## src/rtl/sdio_irq_pkg.sv

```systemverilog
package sdio_irq_pkg;

  typedef enum logic {
    BUS_1BIT = 1'b0,
    BUS_4BIT = 1'b1
  } bus_width_e;

  // Narrow bus: only a simultaneous data block and busy state blocks sensing
  function automatic logic narrow_win(logic blk, logic busy);
    return !(blk && busy);
  endfunction

  // Wide bus: idle or inter-block gap, and DAT lines not carrying data/busy
  function automatic logic wide_win(logic xfer, logic gap, logic blk, logic busy);
    return (!xfer || gap) && !blk && !busy;
  endfunction

endpackage

```

## src/rtl/sdio_irq_gap.sv

```systemverilog
module sdio_irq_gap #(
  parameter int GAP_CLKS = 2
) (
  input  logic clk,
  input  logic rst_n,
  input  logic cclk_rise,
  input  logic blk_end,
  output logic gap_open
);
  localparam int CW = $clog2(GAP_CLKS + 1);

  logic [CW-1:0] gap_cnt;

  always_ff @(posedge clk or negedge rst_n) begin
    if (!rst_n) begin
      gap_cnt <= '0;
    end else if (cclk_rise) begin
      if (blk_end)
        gap_cnt <= CW'(GAP_CLKS);
      else if (gap_cnt != '0)
        gap_cnt <= gap_cnt - CW'(1);
    end
  end

  assign gap_open = (gap_cnt != '0);

  AST_GAP_LOAD: assert property (@(posedge clk) disable iff (!rst_n)
    cclk_rise && blk_end |=> gap_cnt == CW'(GAP_CLKS));
  AST_GAP_DRAIN: assert property (@(posedge clk) disable iff (!rst_n)
    cclk_rise && !blk_end && gap_open |=> gap_cnt == $past(gap_cnt) - CW'(1));
  AST_GAP_HOLD: assert property (@(posedge clk) disable iff (!rst_n)
    !cclk_rise |=> $stable(gap_cnt));

endmodule

```

## src/rtl/sdio_irq_window.sv

```systemverilog
module sdio_irq_window
  import sdio_irq_pkg::*;
(
  input  logic       clk,
  input  logic       rst_n,
  input  bus_width_e bus_w,
  input  logic       xfer_active,
  input  logic       gap_open,
  input  logic       blk_data,
  input  logic       card_busy,
  output logic       win_open
);
  always_comb begin
    unique case (bus_w)
      BUS_4BIT: win_open = wide_win(xfer_active, gap_open, blk_data, card_busy);
      default:  win_open = narrow_win(blk_data, card_busy);
    endcase
  end

  AST_WIDE_DATA_CLOSED: assert property (@(posedge clk) disable iff (!rst_n)
    (bus_w == BUS_4BIT) && (blk_data || card_busy) |-> !win_open);
  AST_WIDE_XFER_CLOSED: assert property (@(posedge clk) disable iff (!rst_n)
    (bus_w == BUS_4BIT) && xfer_active && !gap_open |-> !win_open);

endmodule

```

## src/rtl/sdio_irq_status.sv

```systemverilog
module sdio_irq_status (
  input  logic clk,
  input  logic rst_n,
  input  logic sample_hit,
  input  logic clr_stat,
  input  logic irq_en,
  output logic irq_stat,
  output logic cpu_irq
);
  always_ff @(posedge clk or negedge rst_n) begin
    if (!rst_n)
      irq_stat <= 1'b0;
    else if (sample_hit)
      irq_stat <= 1'b1;
    else if (clr_stat)
      irq_stat <= 1'b0;
  end

  assign cpu_irq = irq_stat & irq_en;

  AST_SET_ON_HIT: assert property (@(posedge clk) disable iff (!rst_n)
    sample_hit |=> irq_stat);
  AST_STICKY: assert property (@(posedge clk) disable iff (!rst_n)
    irq_stat && !clr_stat |=> irq_stat);
  AST_CLEARS: assert property (@(posedge clk) disable iff (!rst_n)
    clr_stat && !sample_hit |=> !irq_stat);
  AST_IRQ_MASKED: assert property (@(posedge clk) disable iff (!rst_n)
    !irq_en |-> !cpu_irq);

endmodule

```

## src/rtl/sdio_irq_detect.sv

```systemverilog
module sdio_irq_detect
  import sdio_irq_pkg::*;
#(
  parameter int GAP_CLKS = 2
) (
  input  logic clk,
  input  logic rst_n,
  input  logic sd_mode,
  input  logic det_on,
  input  logic irq_en,
  input  logic bus_4bit,
  input  logic cclk_rise,
  input  logic dat1,
  input  logic xfer_active,
  input  logic blk_data,
  input  logic blk_end,
  input  logic card_busy,
  input  logic clr_stat,
  output logic irq_stat,
  output logic cpu_irq
);
  logic       det_active;
  logic       gap_open;
  logic       win_open;
  logic       sample_hit;
  bus_width_e bus_w;

  assign bus_w      = bus_4bit ? BUS_4BIT : BUS_1BIT;
  assign det_active = sd_mode & det_on;
  assign sample_hit = det_active & cclk_rise & win_open & ~dat1;

  sdio_irq_gap #(.GAP_CLKS(GAP_CLKS)) u_gap (
    .clk       (clk),
    .rst_n     (rst_n),
    .cclk_rise (cclk_rise),
    .blk_end   (blk_end),
    .gap_open  (gap_open)
  );

  sdio_irq_window u_win (
    .clk         (clk),
    .rst_n       (rst_n),
    .bus_w       (bus_w),
    .xfer_active (xfer_active),
    .gap_open    (gap_open),
    .blk_data    (blk_data),
    .card_busy   (card_busy),
    .win_open    (win_open)
  );

  sdio_irq_status u_stat (
    .clk        (clk),
    .rst_n      (rst_n),
    .sample_hit (sample_hit),
    .clr_stat   (clr_stat),
    .irq_en     (irq_en),
    .irq_stat   (irq_stat),
    .cpu_irq    (cpu_irq)
  );

  AST_NEEDS_ACTIVE: assert property (@(posedge clk) disable iff (!rst_n)
    $rose(irq_stat) |-> $past(sd_mode && det_on));
  AST_NEEDS_STROBE: assert property (@(posedge clk) disable iff (!rst_n)
    $rose(irq_stat) |-> $past(cclk_rise && !dat1));

endmodule

```

## config.mk

```make
export PLATFORM = sky130hd
export DESIGN_NAME = sdio_irq_detect
export DESIGN_NICKNAME = d
export VERILOG_FILES = /design/src/rtl/sdio_irq_pkg.sv /design/src/rtl/sdio_irq_gap.sv /design/src/rtl/sdio_irq_window.sv /design/src/rtl/sdio_irq_status.sv /design/src/rtl/sdio_irq_detect.sv
export SDC_FILE = /design/constraint.sdc
export NUM_CORES = 1
export LEC_CHECK = 0
export ABC_AREA = 1
export BUFFER_PORTS_ARGS = -buffer_cell sky130_fd_sc_hd__buf_2
export CORE_AREA = 2 2 39 41
export DETAILED_ROUTE_END_ITERATION = 8
export DIE_AREA = 0 0 41 43
export GPL_ROUTABILITY_DRIVEN = 1
export PLACE_DENSITY = 0.36
export SLEW_MARGIN = 10
export SYNTH_ARGS = -nofsm -noshare
export SYNTH_HDL_FRONTEND = slang
export SYNTH_SLANG_ARGS = --single-unit
```

## constraint.sdc

```tcl
create_clock -name clk -period 1.53 [get_ports clk]
set_input_delay 0.2295 -clock clk [delete_from_list [all_inputs] [get_ports clk]]
set_output_delay 0.2295 -clock clk [all_outputs]
set_load 0.05 [all_outputs]
```

==> flow_summary.yaml <==
sta:
  tightest_slew_ns: 0.248
  rsz0062_at_grt: "false"
  finalSetupViolations: 0
  skew_ns: 0.00289
  period_share_pct: 74.5
  slew_violations: 0
  slew-limit-headroom_pct: 83.6
  setup_tns_ns: 0
  hold_viol: 0
  max_freq_mhz: 877
  period_needed_ns: 1.14
routing:
  vias_per_cell: 3.42
  routed_wirelength_um: 414
  drtIter0Drc: 3
  ant_nets: 0
  vias: 226
  routedWlPerCell_um: 6.27
  dr.pass1.iters: 2
  drc_errors: 0
cells_and_area:
  area_growth_pct: 63.5
  n_antenna_cell: 0
  ff_latch_area_um2: 75.1
  multi_input_area_um2: 93.8
  nets: 65
  fin_area_um2: 325
  drive_above_1_share_pct: 38.0
  fillers: 161
floorplanning:
  start_util_pct: 14.4
  die_area_mm2: 0.00176
  row_count: 14
  dieWidth_um: 41
  io-pin-count: 15
  core-area_mm2: 0.00138
  die_y_um: 43
yosys:
  synth_xor_area_share_pct: 0
  yosys_warnings: 0
  syn-cell-area_um2: 199
  synth-compound-area-share_pct: 7.55
  yosysSeqAreaShare_pct: 37.7
  syn-num-nets: 45
  synthAdderAreaFrac_pct: 6.29
  synthCells: 31
  synth_top_family_by_area: "simple AND/OR/NAND/NOR gates"
  synthMuxAreaShare_pct: 0
  ys_seq_elements: 3
  synth.distinct_cells: 9
  syn-mean-instance-area_um2: 6.42
  synth-simple-area-share_pct: 33.3
worst_setup_path:
  start_kind: "flip-flop"
  end_kind: "output pin"
  reg2reg_slack_ns: 0.55
  crit_path_max_fanout: 3
  required_ns: 1.30
  rr_worst_depth: 7
  criticalPathCategory: "flip-flop to output pin"
  timing.rr.start: "u_gap.gap_cnt[0]"
  r2r_end: "u_stat.irq_stat"
  critPathArrivalTime_ns: 0.91
cts:
  cts.sinks: 3
  cts_root_buffer: "clkbuf_4"
  clockBufferDepth: 2
  cts_tree: "yes"
  cts_buffers: 3
  htree_num_levels: 1
  ctsResizeCount: 0
  clkLatencyLatePin_ns: 0.23
  path_clk_slew_ns: 0.03
grt:
  grt.total_usage_pct: 6.04
  grt_busiest_layer: "met3"
  first_global_vias: 191
  grtUsageMet2_pct: 7.50
  grtUsageMet1_pct: 5.84
  met3_usage_pct: 7.85
  grt_pass1_wl_um: 634
  grt_max_degree: 5
  grt-ovfl-total: 0
  antenna_found_initial: 0
power_and_ir_drop:
  vdd_drop_max_mv: 0.553
  p_leak_nw: 0.208
  report.power.total_mw: 0.351
  p_per_area_mw_per_mm2: 1080
placement:
  io_buffers: 14
  gp_congestion: 0.657
  dp_hpwl_um: 364
  postPlaceCellArea_um2: 289
run_status:
  status: "finished, final reports clean"
hold_path:
  hp-start: "clr_stat"
  worstHoldPathCells: 4
  hold_path_class: "input pin to flip-flop"
  min_to: "u_stat.irq_stat"
flow_run:
  maxCapViolCount: 0
==> state kept, by name, summed over array words and instances (netlist names) <==
signal and flops:
u_stat.irq_stat 1, u_gap.gap_cnt 2
==> power by group <==
group          leakage, nW  switching, mW  internal [mW]  total, mW
clock network       0.0150         0.0365         0.0974      0.134
logic                0.155         0.0593         0.0483      0.108
registers           0.0380         0.0101         0.0991      0.109
total                0.208          0.106          0.245      0.351
==> routing by layer <==
layer | share of wire [%] | up-vias
met1 | 50 | 84
li1 | - | 130
met4 | 0 | 0
met3 | 15 | 0
met2 | 35 | 12
met5 | 0 | -
==> through the flow <==
step           utilization [%]  setup WS [ns]  cells  hold slack [ns]
2_1_floorplan                -          0.262     31          -0.0661
3_3_place_gp              20.9          0.550     61           0.0317
3_5_place_dp              20.9          0.539     61           0.0304
4_1_cts                   23.5          0.376     66            0.238
5_1_grt                   23.5          0.328     66            0.252
6_report                  23.5          0.390     66            0.237
==> cells in the mapped netlist <==
cell type  count  area (um2)
nand2_1       11        41.3
inv_1          8        30.0
dfrtp_1        3        75.1
nand2_2        2        12.5
nor2_1         2        7.51
o21ai_1        2        10.0
ha_1           1        12.5
nand3_1        1        5.00
o21ai_0        1        5.00
==> kinds of logic (layout without fill, tap and decap cells) <==
group / after synthesis / after routing
AO/OA/AOI/OAI: 3 / 3
adder cells (fa/ha/maj): 1 / 1
AND/OR/NAND/NOR: 16 / 16
buffers and inverters: 8 / 27
flip-flops: 3 / 3
==> how the worst max path moves through the flow <==
stage	startpoint	to	slack (ns)	depth (start not counted)
final	u_stat.irq_stat	cpu_irq	0.39	3
after CTS	u_stat.irq_stat	cpu_irq	0.38	3
after global routing	u_stat.irq_stat	cpu_irq	0.33	3
after global placement	u_gap.gap_cnt[0]	u_stat.irq_stat	0.55	7
after floorplan	u_stat.irq_stat	cpu_irq	0.26	2
after detailed placement	u_gap.gap_cnt[0]	u_stat.irq_stat	0.54	7
==> cell type report <==
class	instances	area share, %
flip-flops and latches	3	23.1
well taps	16	6.15
repair buffers	15	24.6
inverters	8	9.23
clock buffers	4	8.08
multi-input cells	20	28.8
==> cells in the final DEF, fill, tap and decap left out, types with 2 or more instances in the layout <==
| master | count |
|---|---|
| buf_2 | 14 |
| nor2_1 | 2 |
| dfrtp_1 | 3 |
| nand2_1 | 11 |
| nand2_2 | 2 |
| inv_1 | 8 |
| o21ai_1 | 2 |
| clkbuf_4 | 3 |
==> critical path, cell delays in order (launching register included) <==
cell     delay, ns
dfrtp_1       0.34
nand2_1       0.05
inv_1         0.04
buf_2         0.25
==> what timing repair did <==
| action | in CTS | in global routing |
|---|---|---|
| setup endpoints to repair | 0 | 0 |
| setup buffers | 0 | 0 |
| endpoints found under the hold margin | 3 | 0 |
| hold buffers | 1 | 0 |
(Power assumes the default switching activity.)
